**config.mk**
```make
export PLATFORM = sky130hd
export DESIGN_NAME = bus_strobe_seq
export DESIGN_NICKNAME = d
export VERILOG_FILES = /design/src/rtl/bus_strobe_pkg.sv /design/src/rtl/strobe_phase_ctr.sv /design/src/rtl/fetch_route.sv /design/src/rtl/bus_strobe_seq.sv
export SDC_FILE = /design/constraint.sdc
export NUM_CORES = 1
export LEC_CHECK = 0
export CAP_MARGIN = 15
export CORE_AREA = 2 2 39 41
export CTS_BUF_LIST = sky130_fd_sc_hd__clkbuf_8
export DETAILED_ROUTE_END_ITERATION = 6
export DIE_AREA = 0 0 41 43
export PLACE_DENSITY = 0.68
export SLEW_MARGIN = 20
export SYNTH_ARGS = -nofsm -noshare
export SYNTH_HDL_FRONTEND = slang
export SYNTH_HIERARCHICAL = 1
export SYNTH_SLANG_ARGS = --single-unit
```
**constraint.sdc**
```tcl
create_clock -name clk -period 5.9 [get_ports clk]
set_clock_uncertainty 0.1 [all_clocks]
set_input_delay 0.885 -clock clk [delete_from_list [all_inputs] [get_ports clk]]
set_output_delay 0.885 -clock clk [all_outputs]
set_load 0.01 [all_outputs]
```
**src/rtl/bus_strobe_pkg.sv**
```systemverilog
package bus_strobe_pkg;

    localparam int PHASES_PER_CYCLE = 12;
    localparam int PHASE_W          = $clog2(PHASES_PER_CYCLE);
    localparam int HALF             = PHASES_PER_CYCLE / 2;

    typedef logic [PHASE_W-1:0] phase_t;

    localparam phase_t HALF_P   = phase_t'(HALF);
    localparam phase_t ALE_ON   = phase_t'(1);
    localparam phase_t FETCH_ON = phase_t'(4);

    typedef struct packed {
        logic ale;
        logic psen_n;
        logic fetch_ext;
        logic xd;
    } strobe_regs_t;

    function automatic phase_t slot_offset(phase_t p);
        return (p >= HALF_P) ? phase_t'(p - HALF_P) : p;
    endfunction

    function automatic logic in_second_half(phase_t p);
        return p >= HALF_P;
    endfunction

    function automatic logic ale_window(phase_t p);
        phase_t o;
        o = slot_offset(p);
        return (o == ALE_ON) || (o == phase_t'(ALE_ON + 1'b1));
    endfunction

    function automatic logic read_window(phase_t p);
        phase_t o;
        o = slot_offset(p);
        return (o == FETCH_ON) || (o == phase_t'(FETCH_ON + 1'b1));
    endfunction

    function automatic logic route_sample(phase_t p);
        return slot_offset(p) == FETCH_ON;
    endfunction

endpackage

```
**src/rtl/strobe_phase_ctr.sv**
```systemverilog
module strobe_phase_ctr
    import bus_strobe_pkg::*;
(
    input  logic   clk,
    input  logic   rst,
    output phase_t phase_q,
    output phase_t phase_nxt
);

    localparam phase_t LAST = phase_t'(PHASES_PER_CYCLE - 1);

    phase_t phase_d;

    always_comb begin
        phase_d   = (phase_q == LAST) ? '0 : phase_t'(phase_q + 1'b1);
        phase_nxt = phase_d;
    end

    always_ff @(posedge clk) begin
        if (rst) phase_q <= '0;
        else     phase_q <= phase_d;
    end

    AST_PHASE_RANGE: assert property (@(posedge clk) disable iff (rst)
        phase_q <= LAST);
    AST_PHASE_WRAP: assert property (@(posedge clk) disable iff (rst)
        (phase_q == LAST) |=> (phase_q == '0));

endmodule

```
**src/rtl/fetch_route.sv**
```systemverilog
module fetch_route #(
    parameter int              PC_W      = 16,
    parameter logic [PC_W-1:0] INT_LIMIT = PC_W'(16'h3FFF)
) (
    input  logic [PC_W-1:0] pc,
    input  logic            int_rom_en,
    output logic            go_ext
);

    localparam logic [PC_W-1:0] ALL_ONES = {PC_W{1'b1}};

    generate
        if (INT_LIMIT == ALL_ONES) begin : g_full_map
            logic unused_pc;
            assign unused_pc = ^pc;
            always_comb go_ext = !int_rom_en;
        end else begin : g_limited
            always_comb go_ext = !int_rom_en || (pc > INT_LIMIT);
        end
    endgenerate

endmodule

```
**src/rtl/bus_strobe_seq.sv**
```systemverilog
module bus_strobe_seq
    import bus_strobe_pkg::*;
#(
    parameter int              PC_W      = 16,
    parameter logic [PC_W-1:0] INT_LIMIT = PC_W'(16'h3FFF)
) (
    input  logic            clk,
    input  logic            rst,
    input  logic [PC_W-1:0] pc,
    input  logic            int_rom_en,
    input  logic            xdata_cycle,
    output logic            ale,
    output logic            psen_n,
    output logic            fetch_ext
);

    phase_t       phase_q;
    phase_t       phase_nxt;
    logic         route_ext;
    strobe_regs_t st_d;
    strobe_regs_t st_q;

    strobe_phase_ctr u_phase (
        .clk       (clk),
        .rst       (rst),
        .phase_q   (phase_q),
        .phase_nxt (phase_nxt)
    );

    fetch_route #(
        .PC_W      (PC_W),
        .INT_LIMIT (INT_LIMIT)
    ) u_route (
        .pc         (pc),
        .int_rom_en (int_rom_en),
        .go_ext     (route_ext)
    );

    always_comb begin
        st_d = st_q;
        if (phase_nxt == '0)
            st_d.xd = xdata_cycle;
        if (route_sample(phase_nxt))
            st_d.fetch_ext = route_ext;
        st_d.ale    = ale_window(phase_nxt) &&
                      !(in_second_half(phase_nxt) && st_d.xd);
        st_d.psen_n = !(read_window(phase_nxt) && st_d.fetch_ext && !st_d.xd);
    end

    always_ff @(posedge clk) begin
        if (rst) begin
            st_q <= '{ale: 1'b0, psen_n: 1'b1, fetch_ext: 1'b0, xd: 1'b0};
        end else begin
            st_q <= st_d;
        end
    end

    assign ale       = st_q.ale;
    assign psen_n    = st_q.psen_n;
    assign fetch_ext = st_q.fetch_ext;

    AST_STROBE_EXCL: assert property (@(posedge clk) disable iff (rst)
        !(ale && !psen_n));
    AST_ALE_PLACE: assert property (@(posedge clk) disable iff (rst)
        $rose(ale) |-> (phase_q == ALE_ON) ||
                       (phase_q == phase_t'(ALE_ON + HALF_P)));
    AST_ALE_WIDTH: assert property (@(posedge clk) disable iff (rst)
        $rose(ale) |=> ale);
    AST_PSEN_WIDTH: assert property (@(posedge clk) disable iff (rst)
        $fell(psen_n) |=> !psen_n);
    AST_INT_QUIET: assert property (@(posedge clk) disable iff (rst)
        !fetch_ext |-> psen_n);
    AST_XD_HOLD: assert property (@(posedge clk) disable iff (rst)
        (phase_q != '0) |-> $stable(st_q.xd));
    AST_XD_NO_READ: assert property (@(posedge clk) disable iff (rst)
        st_q.xd |-> psen_n);
    AST_EXT_ONLY: assert property (@(posedge clk) disable iff (rst)
        (phase_q == FETCH_ON && !$past(int_rom_en)) |-> fetch_ext);

endmodule

```
==> impl_summary.log, run 1 <==
INFO  metric outcome = finished, final reports clean
INFO  metric total_power = 0.1578 mW
INFO  metric rows = 14
INFO  metric grt_max_degree = 11
INFO  metric detail_route.wirelength = 826 um
INFO  metric netlist.area_leader.share = 34.13%
INFO  metric crit_arrival = 2.42 ns
INFO  metric floorplan.initialDensity = 33.91%
INFO  metric ir_drop = 0.1597 mV
INFO  metric cts_tree = yes
INFO  metric crit_required = 5.91 ns
INFO  metric max_cap_violations = 0
INFO  metric max_slew_margin = 77.18%
INFO  metric ant_nets = 0
INFO  metric ys_async_sr_fraction = 0%
INFO  metric dieWidth = 41 um
INFO  metric grt_overflow = 0
INFO  metric seq_area_frac_synth = 34.13%
INFO  metric fp.dieArea = 0.001763 mm^2
INFO  metric detailroute.via_count = 408
INFO  metric vias_per_cell = 5.368
INFO  metric leakage = 0.2216 nW
INFO  metric critical_path_peak_fanout = 2
INFO  metric netlist_top_cells_area = sky130_fd_sc_hd__dfxtp_1 (34%), sky130_fd_sc_hd__mux2i_1 (6.4%), sky130_fd_sc_hd__ha_1 (5.3%), sky130_fd_sc_hd__or3b_1 (3.7%), sky130_fd_sc_hd__mux2_4 (3.2%)
INFO  metric timing_startpoint_of_the_critical_path = xdata_cycle
INFO  metric timing.setup.critical_path_class = in -> reg
INFO  metric uppermost_metal_layer_occupied_by_signal_nets = met4
INFO  metric numCtsBuffers = 3
INFO  metric wire_length_of_the_first_global_routing_pass = 1504 um
INFO  metric place.port_buffers = 8
INFO  metric worst_hold_startpoint = fetch_ext$_SDFF_PP0_
INFO  metric synth.avg_cell_area = 9.576 um^2
INFO  metric worstSetupStartpointType = input pin
INFO  metric ys.warnings.count = 6
INFO  metric drcViolationCount = 0
INFO  metric final-hold-violation-count = 0
INFO  metric route.layer.met1.wl = 344 um
INFO  metric grt.total_usage = 14.05%
INFO  metric synth_edf_count = 0
INFO  metric met3RoutedLength = 65 um
INFO  metric postSynthCellCount = 49
INFO  metric clkLatencyLatePin = 0.23 ns
INFO  metric worst_hold_path_class = reg -> reg
INFO  metric antenna_violations_before_repair = 0
INFO  metric half_perimeter_wire_length_after_detailed_placement = 620.3 um
INFO  metric drt_iter0_markers = 4
INFO  metric setup.reg_to_reg.worst_slack = 3.55 ns
INFO  metric synth_flop_cell = sky130_fd_sc_hd__dfxtp_1
INFO  metric fin_crit = 2.414 ns
INFO  metric final_min_period_over_clock_period = 40.92%
INFO  metric clock_sinks = 8
INFO  metric p_per_area = 258.4 mW/mm^2
INFO  metric crit_path_end_kind = flop
INFO  metric yosys.area.top_type = sky130_fd_sc_hd__dfxtp_1
INFO  metric post_synth_most_frequent_cells = sky130_fd_sc_hd__dfxtp_1 (8), sky130_fd_sc_hd__nor2_1 (4), sky130_fd_sc_hd__mux2i_1 (3)
INFO  metric post_cts_setup_buffer_count = 0
INFO  metric netlist_area = 469.2 um^2
INFO  metric holdBufCountCts = 0
INFO  metric setup_repair_after_global_routing_missed_its_margin = false
INFO  metric timing.final.max_slew_violations = 0
INFO  metric clock_path_buffers = 2
INFO  metric diodes_inserted = 0
INFO  metric layout.nets = 84
INFO  metric chipHeight = 43 um
INFO  metric number_of_h_tree_levels = 1
INFO  metric whs = 0.4262 ns
INFO  metric ys_types = 29
INFO  metric number_of_fill_cells = 148
INFO  metric max_clock_freq = 414.2 MHz
INFO  metric setup_tns = 0 ns
INFO  metric worst_r2r_startpoint = u_phase/phase_q[0]$_SDFF_PP0_
INFO  metric design.core.area = 0.001384 mm^2
INFO  metric synth.net_count = 71
INFO  metric synthToLayoutAreaGrowth = 30.13%
INFO  metric grt_pass1_vias = 345
INFO  metric setup_viol_count_final = 0
INFO  metric transition_time_at_the_pin_with_the_least_slew_margin = 0.3413 ns
INFO  metric path_clk_slew = 0.04 ns
INFO  metric cts.root.buffer_cell = sky130_fd_sc_hd__clkbuf_8
INFO  metric detailroute.wirelength.met2 = 384 um
INFO  metric io_pins = 23
INFO  metric drtPass1Iterations = 4
INFO  metric place.gp.congestion = 0.7681
INFO  metric wl_per_cell = 10.87 um
INFO  metric synth.ff_latch_count = 8
INFO  metric cts_repair_resize_count = 0
INFO  metric drive_gt1_share = 15.00%
INFO  metric yosysMostFrequentCell = sky130_fd_sc_hd__dfxtp_1
## state kept, by name (all words and copies together) (netlist names)
signal,cells
u_phase/phase_q,4
st_q,1
fetch_ext,1
psen_n,1
ale,1
## kinds of logic (layout without fill, tap and decap cells)
group	count (synthesis)	in the layout	synth area share [%]
compound gates	10	10	14.94
buf+inv	1	12	0.7992
simple gates	24	24	35.20
fa+ha+maj	2	2	5.332
flops	8	8	34.13
mux	4	4	9.599
## layout by cell type (no fill, tap or decap), drive strengths merged, types with 3 or more instances in the layout
cell	count
clkdlybuf4s50	8
clkbuf	3
nor2	4
nor2b	4
mux2i	3
or3	3
dfxtp	8
## per-layer routing
metal  global-route usage [%]  up-vias
li1                         -      206
met1                    15.13      186
met2                    18.13       11
met3                    8.901        5
met4                    12.00        0
met5                        0        -
## cell type report
class,count,area [um^2],share of cell area [%]
Clock buffer,3,41.29,6.762
Multi-Input combinational cell,40,305.3,50.00
Tap cell,16,20.02,3.279
Timing Repair Buffer,8,80.08,13.11
Sequential cell,8,160.2,26.23
Inverter,1,3.754,0.6148
## path summary, 6_finish.rpt
kind                               end  cells past startpoint
setup / recovery     psen_n$_SDFF_PP1_                      5
hold / removal    fetch_ext$_SDFF_PP0_                      2
setup reg to reg     psen_n$_SDFF_PP1_                      7
hold reg to reg   fetch_ext$_SDFF_PP0_                      2
## critical path, stage by stage
cell and delay [ns]:
sky130_fd_sc_hd__clkdlybuf4s50_1 0.41, sky130_fd_sc_hd__or3_2 0.44, sky130_fd_sc_hd__a221oi_1 0.25, sky130_fd_sc_hd__o21ai_0 0.12, sky130_fd_sc_hd__or3_1 0.31
## stage by stage
step	instances	instance area (um^2)	utilization (%)	setup slack (ns)
2_1_floorplan	49	469.2	-	3.670
3_3_place_gp	73	569.3	41.14	3.223
6_report	76	610.6	44.12	3.486
3_5_place_dp	73	569.3	41.14	3.239
4_1_cts	76	610.6	44.12	3.469
5_1_grt	76	610.6	44.12	3.369
## power breakdown
group	leakage [nW]	internal (mW)	total (mW)	switching, mW
registers	0.0655	0.0579	0.0603	0.00249
logic	0.134	0.0176	0.0321	0.0145
clock network	0.0216	0.0441	0.0653	0.0212
Note: power is estimated with default switching activity, not from simulation.
==> inputs of run 2 (changes only) <==
Clock period 5.9 ns to 2.5 ns, I/O delays scaled along.
==> impl_summary.log, run 2 (synthesis results as in run 1) <==
INFO  metric max_cap_violations = 0
INFO  metric finish.utilization = 46.29%
INFO  metric clock_path_buffers = 2
INFO  metric number_of_fill_cells = 142
INFO  metric max_clock_freq = 428.6 MHz
INFO  metric ir_drop = 0.2915 mV
INFO  metric critical_path.reg2reg.endpoint = psen_n$_SDFF_PP1_
INFO  metric hold_path_depth = 2
INFO  metric clock_sinks = 8
INFO  metric numCtsBuffers = 3
INFO  metric p_per_area = 595.7 mW/mm^2
INFO  metric drive_gt1_share = 20.63%
INFO  metric cell_with_the_largest_stage_delay_on_the_worst_path = sky130_fd_sc_hd__or3_2
INFO  metric ant_nets = 0
INFO  metric place_worst_setup_slack = 0.1438 ns
INFO  metric detailroute.via_count = 408
INFO  metric setup_viol_count_final = 0
INFO  metric layout_setup_ws = 0.1669 ns
INFO  metric setup_tns = 0 ns
INFO  metric worst_hold_startpoint = fetch_ext$_SDFF_PP0_
INFO  metric cts_tree = yes
INFO  metric crit_chain = ha_1 -> mux2_4 -> or3_2 -> a221oi_1 -> o21ai_0 -> or3_1
INFO  metric largest_register_ff_count = 4
INFO  metric worst_r2r_startpoint = u_phase/phase_q[0]$_SDFF_PP0_
INFO  metric grt.total_usage = 14.42%
INFO  metric floorplan.initialDensity = 33.91%
INFO  metric layout.nets = 87
INFO  metric crit_arrival = 2.33 ns
INFO  metric leakage = 0.2386 nW
INFO  metric wire_length_of_the_first_global_routing_pass = 1656 um
INFO  metric final-hold-violation-count = 0
INFO  metric setup.reg_to_reg.worst_slack = 0.17 ns
INFO  metric post_cts_setup_buffer_count = 0
INFO  metric min_to = fetch_ext$_SDFF_PP0_
INFO  metric setup_repair_after_global_routing_missed_its_margin = false
INFO  metric largest-register = u_phase/phase_q
INFO  metric crit_path_end_kind = flop
INFO  metric fp.dieArea = 0.001763 mm^2
INFO  metric place.port_buffers = 8
INFO  metric slowest_delay = 0.41 ns
INFO  metric timing.final.max_slew_violations = 0
INFO  metric drcViolationCount = 0
INFO  metric critical_path_peak_fanout = 10
INFO  metric number_of_h_tree_levels = 1
INFO  metric io_pins = 23
INFO  metric timing_startpoint_of_the_critical_path = u_phase/phase_q[0]$_SDFF_PP0_
INFO  metric cts.root.buffer_cell = sky130_fd_sc_hd__clkbuf_8
INFO  metric grt_pass1_vias = 388
INFO  metric drtPass1Iterations = 3
INFO  metric dieWidth = 41 um
INFO  metric holdBufCountCts = 0
INFO  metric rows = 14
INFO  metric worst_case_reg_to_reg_path_depth = 6
INFO  metric outcome = finished, final reports clean
INFO  metric synthToLayoutAreaGrowth = 36.53%
INFO  metric clkLatencyLatePin = 0.23 ns
INFO  metric antenna_violations_before_repair = 0
INFO  metric diodes_inserted = 0
INFO  metric crit_required = 2.50 ns
INFO  metric fin_crit = 2.333 ns
INFO  metric worstSetupStartpointType = flop
INFO  metric design.core.area = 0.001384 mm^2
INFO  metric max_slew_margin = 74.14%
INFO  metric final_cell_mix = sky130_fd_sc_hd__dfxtp_1 (8), sky130_fd_sc_hd__clkdlybuf4s50_1 (8), sky130_fd_sc_hd__nor2_1 (4)
INFO  metric timing.setup.critical_path_class = reg -> reg
INFO  metric place.gp.congestion = 0.7985
INFO  metric cts_repair_resize_count = 0
INFO  metric final_min_period_over_clock_period = 93.32%
INFO  metric drt_iter0_markers = 7
INFO  metric vias_per_cell = 5.165
INFO  metric half_perimeter_wire_length_after_detailed_placement = 706.3 um
INFO  metric transition_time_at_the_pin_with_the_least_slew_margin = 0.3880 ns
INFO  metric chipHeight = 43 um
INFO  metric grt_max_degree = 11
INFO  metric detail_route.wirelength = 956 um
INFO  metric worst_hold_path_class = reg -> reg
INFO  metric wl_per_cell = 12.10 um
INFO  metric path_clk_slew = 0.04 ns
INFO  metric grt_overflow = 0
==> run 2: cell types whose count changed in the layout (fill, tap and decap cells not counted), sizes merged <==
cell / previous run / this run
buf: 0 / 3
==> run 2: area by class of cell <==
cell class / instances / area (um^2) / area share [%]
multi-input combinational: 40 / 312.8 / 48.83
clock buffer: 3 / 41.29 / 6.445
inverter: 1 / 3.754 / 0.5859
timing repair buffer: 11 / 102.6 / 16.02
tap: 16 / 20.02 / 3.125
sequential: 8 / 160.2 / 25.00
==> run 2: metrics by stage <==
stage	hold WS, ns	cells	instance area, um^2	power [mW]
2_1_floorplan	0.3393	49	469.2	0.1955
3_3_place_gp	0.4031	76	591.8	0.2254
3_5_place_dp	0.4288	76	591.8	0.2275
4_1_cts	0.4339	79	633.1	0.3860
5_1_grt	0.4680	79	640.6	0.4075
6_report	0.4178	79	640.6	0.3816
==> run 2: worst max path at each step <==
stage | end | depth (start not counted)
after detailed placement | psen_n$_SDFF_PP1_ | 7
after CTS | psen_n$_SDFF_PP1_ | 7
after global routing | psen_n$_SDFF_PP1_ | 7
after floorplan | psen_n$_SDFF_PP1_ | 7
after global placement | psen_n$_SDFF_PP1_ | 7
final | psen_n$_SDFF_PP1_ | 6
==> run 2: power breakdown <==
group | switching (mW) | total (mW) | internal (mW) | leakage (nW)
Clock | 0.0495 | 0.154 | 0.104 | 0.0216
Sequential | 0.00617 | 0.143 | 0.137 | 0.0655
Combinational | 0.0384 | 0.0852 | 0.0468 | 0.152
==> run 2: routing by layer <==
| layer | GRT usage, % | up-vias | routed length [um] |
|---|---|---|---|
| met1 | 18.89 | 187 | 428 |
| met4 | 6.000 | 0 | 0 |
| met3 | 7.853 | 0 | 50 |
| met2 | 19.06 | 10 | 477 |
| met5 | 0 | - | 0 |
| li1 | - | 211 | - |
==> run 2: worst max-delay path: cells and delay by family (launching register included) <==
| kind | cells | cell delay, ns |
|---|---|---|
| AOI/OAI and AO/OA | 2 | 0.38 |
| adders and majority gates | 1 | 0.25 |
| and+or+nand+nor | 2 | 0.72 |
| DFF | 1 | 0.38 |
| muxes | 1 | 0.37 |
